File: src/rtl/ccr_pkg.sv
package ccr_pkg;
  localparam int unsigned WORD_W   = 32;
  localparam int unsigned N_RDY    = 4;
  localparam int unsigned RDY_LSO  = 0;
  localparam int unsigned RDY_HSI  = 1;
  localparam int unsigned RDY_HSE  = 2;
  localparam int unsigned RDY_PLL  = 3;

  localparam int unsigned B_LSO_EN  = 0;
  localparam int unsigned B_LSO_RDY = 1;
  localparam int unsigned B_RNG_LO  = 4;
  localparam int unsigned RNG_W     = 4;
  localparam int unsigned B_HSI_EN  = 8;
  localparam int unsigned B_HSI_RDY = 10;
  localparam int unsigned B_HSE_EN  = 16;
  localparam int unsigned B_HSE_RDY = 17;
  localparam int unsigned B_DIV2    = 20;
  localparam int unsigned B_PIN     = 21;
  localparam int unsigned B_PLL_EN  = 24;
  localparam int unsigned B_PLL_RDY = 25;

  typedef enum logic [1:0] {
    SRC_LSO = 2'd0,
    SRC_HSI = 2'd1,
    SRC_HSE = 2'd2,
    SRC_PLL = 2'd3
  } src_e;

  typedef struct packed {
    logic             pll_en;
    logic             pin_sel;
    logic             div2;
    logic             hse_en;
    logic             hsi_en;
    logic [RNG_W-1:0] rng;
    logic             lso_en;
  } ctl_t;

  localparam ctl_t CTL_RST = '{pll_en: 1'b0, pin_sel: 1'b0, div2: 1'b0,
                               hse_en: 1'b0, hsi_en: 1'b0, rng: 4'd6,
                               lso_en: 1'b1};
endpackage

File: src/rtl/ccr_sync.sv
module ccr_sync #(
  parameter int unsigned WIDTH  = 4,
  parameter int unsigned STAGES = 2
) (
  input  logic             clk_i,
  input  logic             rst_ni,
  input  logic [WIDTH-1:0] d_i,
  output logic [WIDTH-1:0] q_o
);
  for (genvar b = 0; b < WIDTH; b++) begin : g_bit
    logic [STAGES-1:0] chain_q;
    always_ff @(posedge clk_i or negedge rst_ni) begin
      if (!rst_ni) chain_q <= '0;
      else if (STAGES == 1) chain_q <= d_i[b];
      else chain_q <= {chain_q[STAGES-2:0], d_i[b]};
    end
    assign q_o[b] = chain_q[STAGES-1];
  end
endmodule

File: src/rtl/ccr_wlogic.sv
module ccr_wlogic
  import ccr_pkg::*;
#(
  parameter int unsigned DW = WORD_W,
  localparam int unsigned NB = DW / 8
) (
  input  ctl_t          cur_i,
  input  logic          wr_i,
  input  logic [NB-1:0] be_i,
  input  logic [DW-1:0] wdata_i,
  input  logic          hse_rdy_i,
  input  logic [1:0]    src_i,
  output ctl_t          nxt_o
);
  logic [NB-1:0] lane_wr;
  logic          pll_wval;
  logic          pin_open;
  logic          unused_wdata;

  for (genvar k = 0; k < NB; k++) begin : g_lane
    assign lane_wr[k] = wr_i & be_i[k];
  end

  assign unused_wdata = ^{wdata_i[DW-1:B_PLL_EN+1], wdata_i[B_PLL_EN-1:B_PIN+1],
                          wdata_i[B_DIV2-1:B_HSE_EN+1], wdata_i[B_HSE_EN-1:B_HSI_EN+1],
                          wdata_i[B_RNG_LO-1:B_LSO_EN+1]};

  assign pll_wval = wdata_i[B_PLL_EN];
  assign pin_open = ~cur_i.hse_en & ~hse_rdy_i;

  always_comb begin
    nxt_o = cur_i;
    if (lane_wr[B_LSO_EN/8]) nxt_o.lso_en = wdata_i[B_LSO_EN];
    if (lane_wr[B_RNG_LO/8]) nxt_o.rng    = wdata_i[B_RNG_LO +: RNG_W];
    if (lane_wr[B_HSI_EN/8]) nxt_o.hsi_en = wdata_i[B_HSI_EN];
    if (lane_wr[B_HSE_EN/8]) nxt_o.hse_en = wdata_i[B_HSE_EN];
    if (lane_wr[B_DIV2/8])   nxt_o.div2   = wdata_i[B_DIV2];
    if (lane_wr[B_PIN/8] && pin_open) nxt_o.pin_sel = wdata_i[B_PIN];
    if (lane_wr[B_PLL_EN/8]) begin
      if (pll_wval || src_e'(src_i) != SRC_PLL) nxt_o.pll_en = pll_wval;
    end
  end
endmodule

File: src/rtl/ccr_lp.sv
module ccr_lp (
  input  logic clk_i,
  input  logic rst_ni,
  input  logic lp_req_i,
  input  logic bus_busy_i,
  output logic enter_o,
  output logic gnt_o
);
  assign enter_o = lp_req_i & ~bus_busy_i;

  always_ff @(posedge clk_i or negedge rst_ni) begin
    if (!rst_ni) gnt_o <= 1'b0;
    else gnt_o <= enter_o;
  end
endmodule

File: src/rtl/clk_ctrl_reg.sv
module clk_ctrl_reg
  import ccr_pkg::*;
#(
  parameter int unsigned DW          = WORD_W,
  parameter int unsigned SYNC_STAGES = 2,
  localparam int unsigned NB = DW / 8
) (
  input  logic          clk_i,
  input  logic          rst_ni,
  input  logic          bus_req_i,
  input  logic          bus_we_i,
  input  logic [NB-1:0] bus_be_i,
  input  logic [DW-1:0] bus_wdata_i,
  output logic [DW-1:0] bus_rdata_o,
  input  logic          lso_rdy_i,
  input  logic          hsi_rdy_i,
  input  logic          hse_rdy_i,
  input  logic          pll_lock_i,
  input  logic [1:0]    sysclk_sel_i,
  input  logic          lp_req_i,
  output logic          lso_en_o,
  output logic [3:0]    lso_range_o,
  output logic          hsi_en_o,
  output logic          hse_en_o,
  output logic          pll_en_o,
  output logic          sys_div2_o,
  output logic          pin_sel_o,
  output logic          lp_gnt_o
);
  ctl_t             ctl_q, ctl_wr, ctl_d;
  logic [N_RDY-1:0] rdy_raw, rdy_s;
  logic             lp_enter;

  assign rdy_raw[RDY_LSO] = lso_rdy_i;
  assign rdy_raw[RDY_HSI] = hsi_rdy_i;
  assign rdy_raw[RDY_HSE] = hse_rdy_i;
  assign rdy_raw[RDY_PLL] = pll_lock_i;

  ccr_sync #(.WIDTH(N_RDY), .STAGES(SYNC_STAGES)) u_sync (
    .clk_i (clk_i),
    .rst_ni(rst_ni),
    .d_i   (rdy_raw),
    .q_o   (rdy_s)
  );

  ccr_wlogic #(.DW(DW)) u_wlogic (
    .cur_i    (ctl_q),
    .wr_i     (bus_req_i & bus_we_i),
    .be_i     (bus_be_i),
    .wdata_i  (bus_wdata_i),
    .hse_rdy_i(rdy_s[RDY_HSE]),
    .src_i    (sysclk_sel_i),
    .nxt_o    (ctl_wr)
  );

  ccr_lp u_lp (
    .clk_i     (clk_i),
    .rst_ni    (rst_ni),
    .lp_req_i  (lp_req_i),
    .bus_busy_i(bus_req_i),
    .enter_o   (lp_enter),
    .gnt_o     (lp_gnt_o)
  );

  // hardware clear on low-power entry; never coincides with a write
  always_comb begin
    ctl_d = ctl_wr;
    if (lp_enter) ctl_d.pll_en = 1'b0;
  end

  always_ff @(posedge clk_i or negedge rst_ni) begin
    if (!rst_ni) ctl_q <= CTL_RST;
    else ctl_q <= ctl_d;
  end

  always_comb begin
    bus_rdata_o = '0;
    bus_rdata_o[B_LSO_EN]               = ctl_q.lso_en;
    bus_rdata_o[B_LSO_RDY]              = rdy_s[RDY_LSO];
    bus_rdata_o[B_RNG_LO +: RNG_W]      = ctl_q.rng;
    bus_rdata_o[B_HSI_EN]               = ctl_q.hsi_en;
    bus_rdata_o[B_HSI_RDY]              = rdy_s[RDY_HSI];
    bus_rdata_o[B_HSE_EN]               = ctl_q.hse_en;
    bus_rdata_o[B_HSE_RDY]              = rdy_s[RDY_HSE];
    bus_rdata_o[B_DIV2]                 = ctl_q.div2;
    bus_rdata_o[B_PIN]                  = ctl_q.pin_sel;
    bus_rdata_o[B_PLL_EN]               = ctl_q.pll_en;
    bus_rdata_o[B_PLL_RDY]              = rdy_s[RDY_PLL];
  end

  assign lso_en_o    = ctl_q.lso_en;
  assign lso_range_o = ctl_q.rng;
  assign hsi_en_o    = ctl_q.hsi_en;
  assign hse_en_o    = ctl_q.hse_en;
  assign pll_en_o    = ctl_q.pll_en;
  assign pin_sel_o   = ctl_q.pin_sel;
  assign sys_div2_o  = ctl_q.div2 & (src_e'(sysclk_sel_i) == SRC_HSE);
endmodule

File: config.mk
export PLATFORM = sky130hd
export DESIGN_NAME = clk_ctrl_reg
export DESIGN_NICKNAME = d
export VERILOG_FILES = /design/src/rtl/ccr_pkg.sv /design/src/rtl/ccr_sync.sv /design/src/rtl/ccr_wlogic.sv /design/src/rtl/ccr_lp.sv /design/src/rtl/clk_ctrl_reg.sv
export SDC_FILE = /design/constraint.sdc
export NUM_CORES = 1
export LEC_CHECK = 0
export CORE_MARGIN = 2
export CORE_UTILIZATION = 42
export DETAILED_ROUTE_END_ITERATION = 8
export DONT_BUFFER_PORTS = 1
export GPL_TIMING_DRIVEN = 0
export HOLD_SLACK_MARGIN = 0.1
export SLEW_MARGIN = 10
export SYNTH_ARGS = -nofsm -noshare
export SYNTH_HDL_FRONTEND = slang
export SYNTH_SLANG_ARGS = --single-unit
File: constraint.sdc
create_clock -name clk_i -period 0.9 [get_ports clk_i]
set_input_delay 0 -clock clk_i [delete_from_list [all_inputs] [get_ports clk_i]]
set_output_delay 0 -clock clk_i [all_outputs]
set_load 0.005 [all_outputs]
==> results of run 1 <==
## cells by family after synthesis
logic type      Yosys count
flops                    19
buf+inv                  33
simple gates              7
other cells               1
mux                       9
compound gates            2
## report_power, final
part / switching, mW / total (mW) / internal, mW / leakage [nW]
registers: 0.110 / 1.09 / 0.983 / 0.221
clock network: 0.257 / 0.422 / 0.165 / 0.0177
logic: 0.142 / 0.478 / 0.337 / 0.426
## synth_stat cells, drive strengths merged
cell	instances	area (µm²)
dfstp	3	78.8
o32ai	1	8.76
and3b	1	8.76
nor2b	1	6.26
conb	1	3.75
buf	31	233
a21oi	1	5.00
nor3	1	10.0
inv	2	7.51
dfrtp	16	400
mux2	9	101
nand3	4	30.0
## metrics by stage
step,util (%),hold slack [ps],area [µm²]
global route,66.2,-67.8,1310
detailed placement,50.0,-295,991
CTS,64.3,163,1270
finish,66.2,-137,1310
floorplan,-,-296,957
global placement,50.0,-295,991
## routing by layer
metal	track usage (%)	vias up	part of all wire (%)
li1	-	274	-
met1	15.2	251	36
met2	24.8	41	53
met3	3.33	4	10
met4	9.26	0	1.3
met5	0	-	0
## cell type report
class / instances / share of cell area, %
buffer: 31 / 20.3
clock buffer: 3 / 1.72
clock inverter: 1 / 0.381
inverter: 2 / 0.572
multi-input combinational: 36 / 19.0
sequential: 19 / 36.6
tap: 27 / 2.57
timing repair buffer: 24 / 18.9
## worst reg2reg max path, stage by stage (launching register included)
cell and delay, ps:
sky130_fd_sc_hd__dfrtp_1 400, sky130_fd_sc_hd__nor3_2 200, sky130_fd_sc_hd__mux2_4 310
## timing repair
item | in CTS | in global routing
pin swaps | 0 | 0
gates resized for setup | 4 | 11
hold endpoints to repair | 34 | 16
endpoints found under the setup margin | 6 | 35
## state kept, by name, indices dropped and copies added (netlist names)
name                  flops
bus_rdata_o               1
hse_en_o                  1
hsi_en_o                  1
lso_en_o                  1
lso_range_o               4
pin_sel_o                 1
pll_en_o                  1
u_lp.gnt_o                1
u_sync.g_bit.chain_q      8
## worst max path at each step
stage | from | to | slack, ps | depth (start not counted)
final | u_sync.g_bit[2].chain_q[1]$_DFF_PN0_ | pin_sel_o$_DFFE_PN0P_ | -120 | 2
after floorplan | u_sync.g_bit[2].chain_q[1]$_DFF_PN0_ | pin_sel_o$_DFFE_PN0P_ | -80 | 2
after global routing | u_sync.g_bit[2].chain_q[1]$_DFF_PN0_ | pin_sel_o$_DFFE_PN0P_ | -190 | 2
after global placement | u_sync.g_bit[2].chain_q[1]$_DFF_PN0_ | pin_sel_o$_DFFE_PN0P_ | -100 | 2
after detailed placement | u_sync.g_bit[2].chain_q[1]$_DFF_PN0_ | pin_sel_o$_DFFE_PN0P_ | -100 | 2
after CTS | u_sync.g_bit[2].chain_q[1]$_DFF_PN0_ | pin_sel_o$_DFFE_PN0P_ | -120 | 2
==> results.md, run 1 <==
* Element type at the critical path end: register
* Number of hold-repair buffers added at the cts stage at 24
* Number of antenna violations at the first check in global routing at 0
* Cell chain of the critical path: nor3_2 -> mux2_4
* Post-synthesis xor/xnor area fraction at 0%
* Reg2Reg Setup Slack at -120 ps
* Post-synthesis average cell area at 12.6 µm²
* Later-pin clock latency in the skew report at 290 ps
* Multiplexer share of the synthesized area at 11.3%
* Sum of buffers and inverters on the critical path at 0
* Start of the worst register-to-register path: u_sync.g_bit[2].chain_q[1]$_DFF_PN0_
* Post-route worst setup slack at -120 ps
* Largest vdd supply drop at around 0.0014 V
* Max capacitance violation total at 0
* Transition time of the tightest slew-check pin at 834 ps
* Maximum number of pins on one net before global-route repair at 20
* CTS Buffer Depth at 2
* Row cnt at 16
* Share of synthesized area occupied by flip-flops and latches at between 50% and 60%
* Fraction of the mapped netlist area in simple logic gates at 6.16%
* Post-layout min period at 1020 ps
* Cells after Synth at 71
* Count of fill cells added during filler insertion at 153
* Violations in the final reports: hold timing, setup timing
* Worst hold margin at -137 ps
* Vias in the first global route at 573
* Routed length per instance at 11.5 µm
* Number of nets with antenna violations after routing at 0
* Detailed Routing Iterations Pass 1 at 2
* Setup repair after global routing missed its margin: true
* Placed cell count at about 120
* Class of the worst hold path: in2async
* Die Ht at ~50 µm
* DRC at 0
* Count of antenna diodes in the layout at 0
* Areal power density over the cells at 1520 nW/µm²
* IO Count at 90
* Sequential cell area at 480 µm²
* Combined area of all synthesized cells at 893 µm²
* Flops & latches, synth at 19
* Crit path kind: reg2reg
* Critical register-to-register path endpoint: pin_sel_o$_DFFE_PN0P_
* Minimum setup slack after placement at -104 ps
* Critical path launch point type: register
* Hold Violations, Final at 16
* Worst endpoint required time at approximately 1100 ps
* Worst reg2reg path depth at 2
* Fin Setup TNS at -327 ps
* Net count, final at 164
* Die X at 50.1 µm
* Final critical-path share of the clock period at 113%
* Worst clock skew at ~0.38 ps
* TritonCTS clock tree: built
* Detailed Route WL at roughly 1600 µm
* Number of violations reported at the end of detailed-routing iteration 0 at 1
* Number of vias per cell at 3.99
* Synthesis warning total at 0
* Initial core utilization at 45.1%
* TritonCTS buffer count at 3
* CP Data Arrival Time at between 1000 and 1500 ps
* Overall power after layout at 1.99 mW
* Maximum frequency from static timing analysis at approximately 980 MHz
* Fraction of the mapped netlist area in compound gates at 1.54%
* Max FO, Critical Path at 2
* Share of layout cells above drive strength 1 at 37.1%
* Commonest non-fill, non-tap cells in the layout: 22 x sky130_fd_sc_hd__buf_4, 21 x sky130_fd_sc_hd__dlygate4sd3_1, 18 x sky130_fd_sc_hd__conb_1
* Setup violation total in the final timing report at 5
* Max-slew violation total from the final report at 0
* Synthesis-to-layout area growth at 46.9%
* Slowest CP cell: sky130_fd_sc_hd__dfrtp_1
* Most common cell after layout, fill and taps aside: sky130_fd_sc_hd__buf_4
* Static leakage at between 0.6 and 0.7 nW
* Main combinational cell family by area after synthesis: buffers and inverters
* Relative slew margins at between 40 and 50%
* Largest delay contributor family on the critical path: flip-flops
* Slowest Stage Delay on Critical Path at 400 ps
* Outcome: complete, but fails checks
* Via total after detailed routing at 570
* Aggregate global routing overflow at 0
* Total Die Area at between 2000 and 3000 µm²
* Global-route wire length before repair at between 2000 and 3000 µm
* I/O Buffers at 0
* Final std cells w/o fill at approximately 140
* Cell chosen for the clock root: sky130_fd_sc_hd__clkbuf_4
* Adder-cell area share of the yosys netlist at 0%
* Multi-input combinational cell area at 249 µm²
* Clock transition time at the flip-flop clock pins of the worst setup and hold paths at 100 ps
* Post-synth cell types at 13
* Floorplan core area at 1980 µm²
* Global routing usage summed across all routing layers at 14.3%
* CTS Sinks at 19
* Global placer's final weighted congestion at 0.586
* Setup Buffers After CTS at 0
* H-tree level count at 1
Note: power is estimated with default switching activity, not from simulation.
==> run 2: changes to the inputs <==
--- a/config.mk
+++ b/config.mk
@@ -6,11 +6,12 @@
 export NUM_CORES = 1
 export LEC_CHECK = 0
 export CORE_MARGIN = 2
-export CORE_UTILIZATION = 42
+export CORE_UTILIZATION = 53
 export DETAILED_ROUTE_END_ITERATION = 8
 export DONT_BUFFER_PORTS = 1
 export GPL_TIMING_DRIVEN = 0
 export HOLD_SLACK_MARGIN = 0.1
+export PLACE_DENSITY = 0.71
 export SLEW_MARGIN = 10
 export SYNTH_ARGS = -nofsm -noshare
 export SYNTH_HDL_FRONTEND = slang
==> run 2 against run 1 <==
Against the previous run:
- the run still ends with hold timing, setup timing left
- maximum frequency decreased by 0.28%
- final area is 7.3% lower
- sequential share of layout area is 2.8 points higher
- critical path depth stayed put
- core utilization grew 13 points
- global-route usage increased by 1.1 points
- final cell count shrank 11%
- clock power shrank 6.9%
- largest cell class is now flip-flops and latches
- largest power group unchanged
==> results.md, run 2 (synthesis gave the netlist of run 1 again) <==
* Outcome: complete, but fails checks
* Violations in the final reports: hold timing, setup timing
* Crit path kind: reg2reg
* Final core utilization at 78.9% (+13 points)
* Static leakage at 0.616 nW (-7.3%)
* Layer carrying the most global-route usage: met2
* Post-route worst setup slack at -123 ps (-2.88 ps)
* Aggregate global routing overflow at 0 (unchanged)
* Met2 routing resource usage after global routing at 28.6% (+3.8 points)
* Net count, final at 159 (-3.0%)
* Die X at 45.1 µm (-10%)
* Initial core utilization at 58.0% (+13 points)
* Class of the worst hold path: in2reg
* CTS Sinks at 19 (unchanged)
* Number of antenna violations at the first check in global routing at 0 (unchanged)
* Worst clock skew at 0.371 ps (-0.00991 ps)
* Cell chain of the critical path: nor3_2 -> mux2_4
* Slowest CP cell: sky130_fd_sc_hd__dfrtp_1
* Maximum frequency from static timing analysis at 977 MHz (-0.28%)
* Slowest Stage Delay on Critical Path at 440 ps (+40 ps)
* Via total after detailed routing at 560 (-1.8%)
* Areal power density over the cells at 1570 nW/µm² (+3.7%)
* Sum of buffers and inverters on the critical path at 0 (unchanged)
* Max capacitance violation total at 0 (unchanged)
* Detailed Route WL at 1490 µm (-9.5%)
* TritonCTS clock tree: built
* Count of antenna diodes in the layout at 0 (unchanged)
* Setup Buffers After CTS at 0 (unchanged)
* Vias in the first global route at 489 (-15%)
* Clock transition time at the flip-flop clock pins of the worst setup and hold paths at 90 ps (about the same)
* Worst endpoint required time at 1070 ps (-20 ps)
* Hold Violations, Final at 4 (-12)
* Max-slew violation total from the final report at 0 (unchanged)
* Number of hold-repair buffers added at the cts stage at 19 (-21%)
* Worst hold margin at -69.8 ps (+67.7 ps)
* Largest vdd supply drop at 0.00129 V (-11%)
* Number of violations reported at the end of detailed-routing iteration 0 at 6 (+5)
* Transition time of the tightest slew-check pin at 787 ps (-47.1 ps)
* Crit path launch: hse_en_o$_DFFE_PN0P_
* Commonest non-fill, non-tap cells in the layout: 27 x sky130_fd_sc_hd__buf_4, 19 x sky130_fd_sc_hd__dlygate4sd3_1, 18 x sky130_fd_sc_hd__conb_1
* DPL Wire Length at 1000 µm
* Post-layout min period at 1020 ps (+2.88 ps)
* Number of vias per cell at 4.41 (+11%)
* DRC at 0 (unchanged)
* Max FO, Critical Path at 4 (+2)
* Met1 routing resource usage after global routing at 15.7% (+0.51 points)
* Element type at the critical path end: register
* Final critical-path share of the clock period at 114% (+0.32 points)
* Relative slew margins at 47.4% (+3.0 points)
* Multi-input combinational cell area at 245 µm² (-1.5%)
* Global routing usage summed across all routing layers at 15.3% (+1.1 points)
* Reg2Reg Setup Slack at -120 ps (about the same)
* Largest Register: u_sync.g_bit.chain_q
* TritonCTS buffer count at 3 (unchanged)
* Most common cell after layout, fill and taps aside: sky130_fd_sc_hd__buf_4
* Detailed Routing Iterations Pass 1 at 4 (+2)
* Start of the worst register-to-register path: hse_en_o$_DFFE_PN0P_
* Global-route wire length before repair at 2150 µm (-18%)
* Row cnt at 14 (-2)
* Number of nets with antenna violations after routing at 0 (unchanged)
* Start point of the worst min-delay path: bus_req_i
* CTS Buffer Depth at 2 (unchanged)
* Later-pin clock latency in the skew report at 280 ps (about the same)
* Share of layout cells above drive strength 1 at 37.8% (+0.77 points)
* Routed length per instance at 11.7 µm (+1.9%)
* Maximum number of pins on one net before global-route repair at 20 (unchanged)
* Critical path launch point type: register
* Total Die Area at 2030 µm² (-19%)
* Global placer's final weighted congestion at 0.649 (+11%)
* H-tree level count at 1 (unchanged)
* Die Ht at 45.1 µm (-10%)
* Largest delay contributor family on the critical path: flip-flops
* Number of flip-flops under the largest register name at 8 (unchanged)
* Setup repair after global routing missed its margin: true
* Setup violation total in the final timing report at 4 (-1)
* Synthesis-to-layout area growth at 36.1%
* Floorplan core area at 1540 µm² (-22%)
* Cell chosen for the clock root: sky130_fd_sc_hd__clkbuf_4
* CP Data Arrival Time at 1190 ps (-20 ps)
* IO Count at 90 (unchanged)
* Count of fill cells added during filler insertion at 106 (-31%)
* Global routing met3 resource utilization at 6.40% (+3.1 points)
* Sequential cell area at 479 µm² (-0.26%)
* I/O Buffers at 0 (unchanged)
[run 2: final cells by class]
| class | instances | share of cell area, % |
|---|---|---|
| buffer | 31 | 20.4 |
| clock buffer | 4 | 2.16 |
| inverter | 2 | 0.617 |
| multi-input combinational | 36 | 20.2 |
| sequential | 19 | 39.4 |
| tap | 16 | 1.65 |
| timing repair buffer | 19 | 15.6 |
[run 2: routing by layer]
metal | vias up | wire length (µm)
met5 | - | 0
met4 | 0 | 0
met3 | 0 | 238
met2 | 43 | 789
met1 | 257 | 463
li1 | 260 | -
[run 2: where the power goes]
group          switching, mW  leakage (nW)  total (mW)  internal (mW)
Clock                  0.221        0.0150       0.393          0.172
Sequential             0.106         0.222        1.09          0.981
Combinational          0.135         0.379       0.435          0.300
Total                  0.462         0.616        1.92           1.45
[run 2: timing repair]
| action | in CTS | in global routing |
|---|---|---|
| endpoints found under the hold margin | 34 | 10 |
| endpoints found under the setup margin | 4 | 7 |
| pin swaps | 1 | 0 |
| resized for setup | 3 | 3 |
[run 2: worst paths after layout]
check                           cells past startpoint                              endpoint
worst max-delay path                                2                 pin_sel_o$_DFFE_PN0P_
worst min-delay path                                2                  pll_en_o$_DFFE_PN0P_
worst max register to register                      2                 pin_sel_o$_DFFE_PN0P_
worst min register to register                      0  u_sync.g_bit[3].chain_q[1]$_DFF_PN0_
max in group asynchronous                           1                  hse_en_o$_DFFE_PN0P_
min in group asynchronous                           1            lso_range_o[3]$_DFFE_PN0P_
[run 2: worst reg2reg max path, delay by kind of cell, from the launching register on]
kind	cells	cell delay, ps
flops	1	440
mux	1	320
simple gates	1	160
[run 2: metrics by stage]
step | std cells | setup TNS, ps | worst slack, ps | total power, mW | cell area, µm²
after floorplan | 88 | -78.3 | -78.3 | 1.36 | 957
after global placement | 104 | -99.0 | -99.0 | 1.39 | 977
after detailed placement | 104 | -117 | -117 | 1.40 | 977
after CTS | 127 | -295 | -112 | 1.90 | 1200
after global routing | 127 | -488 | -168 | 2.03 | 1220
final | 127 | -263 | -123 | 1.92 | 1220
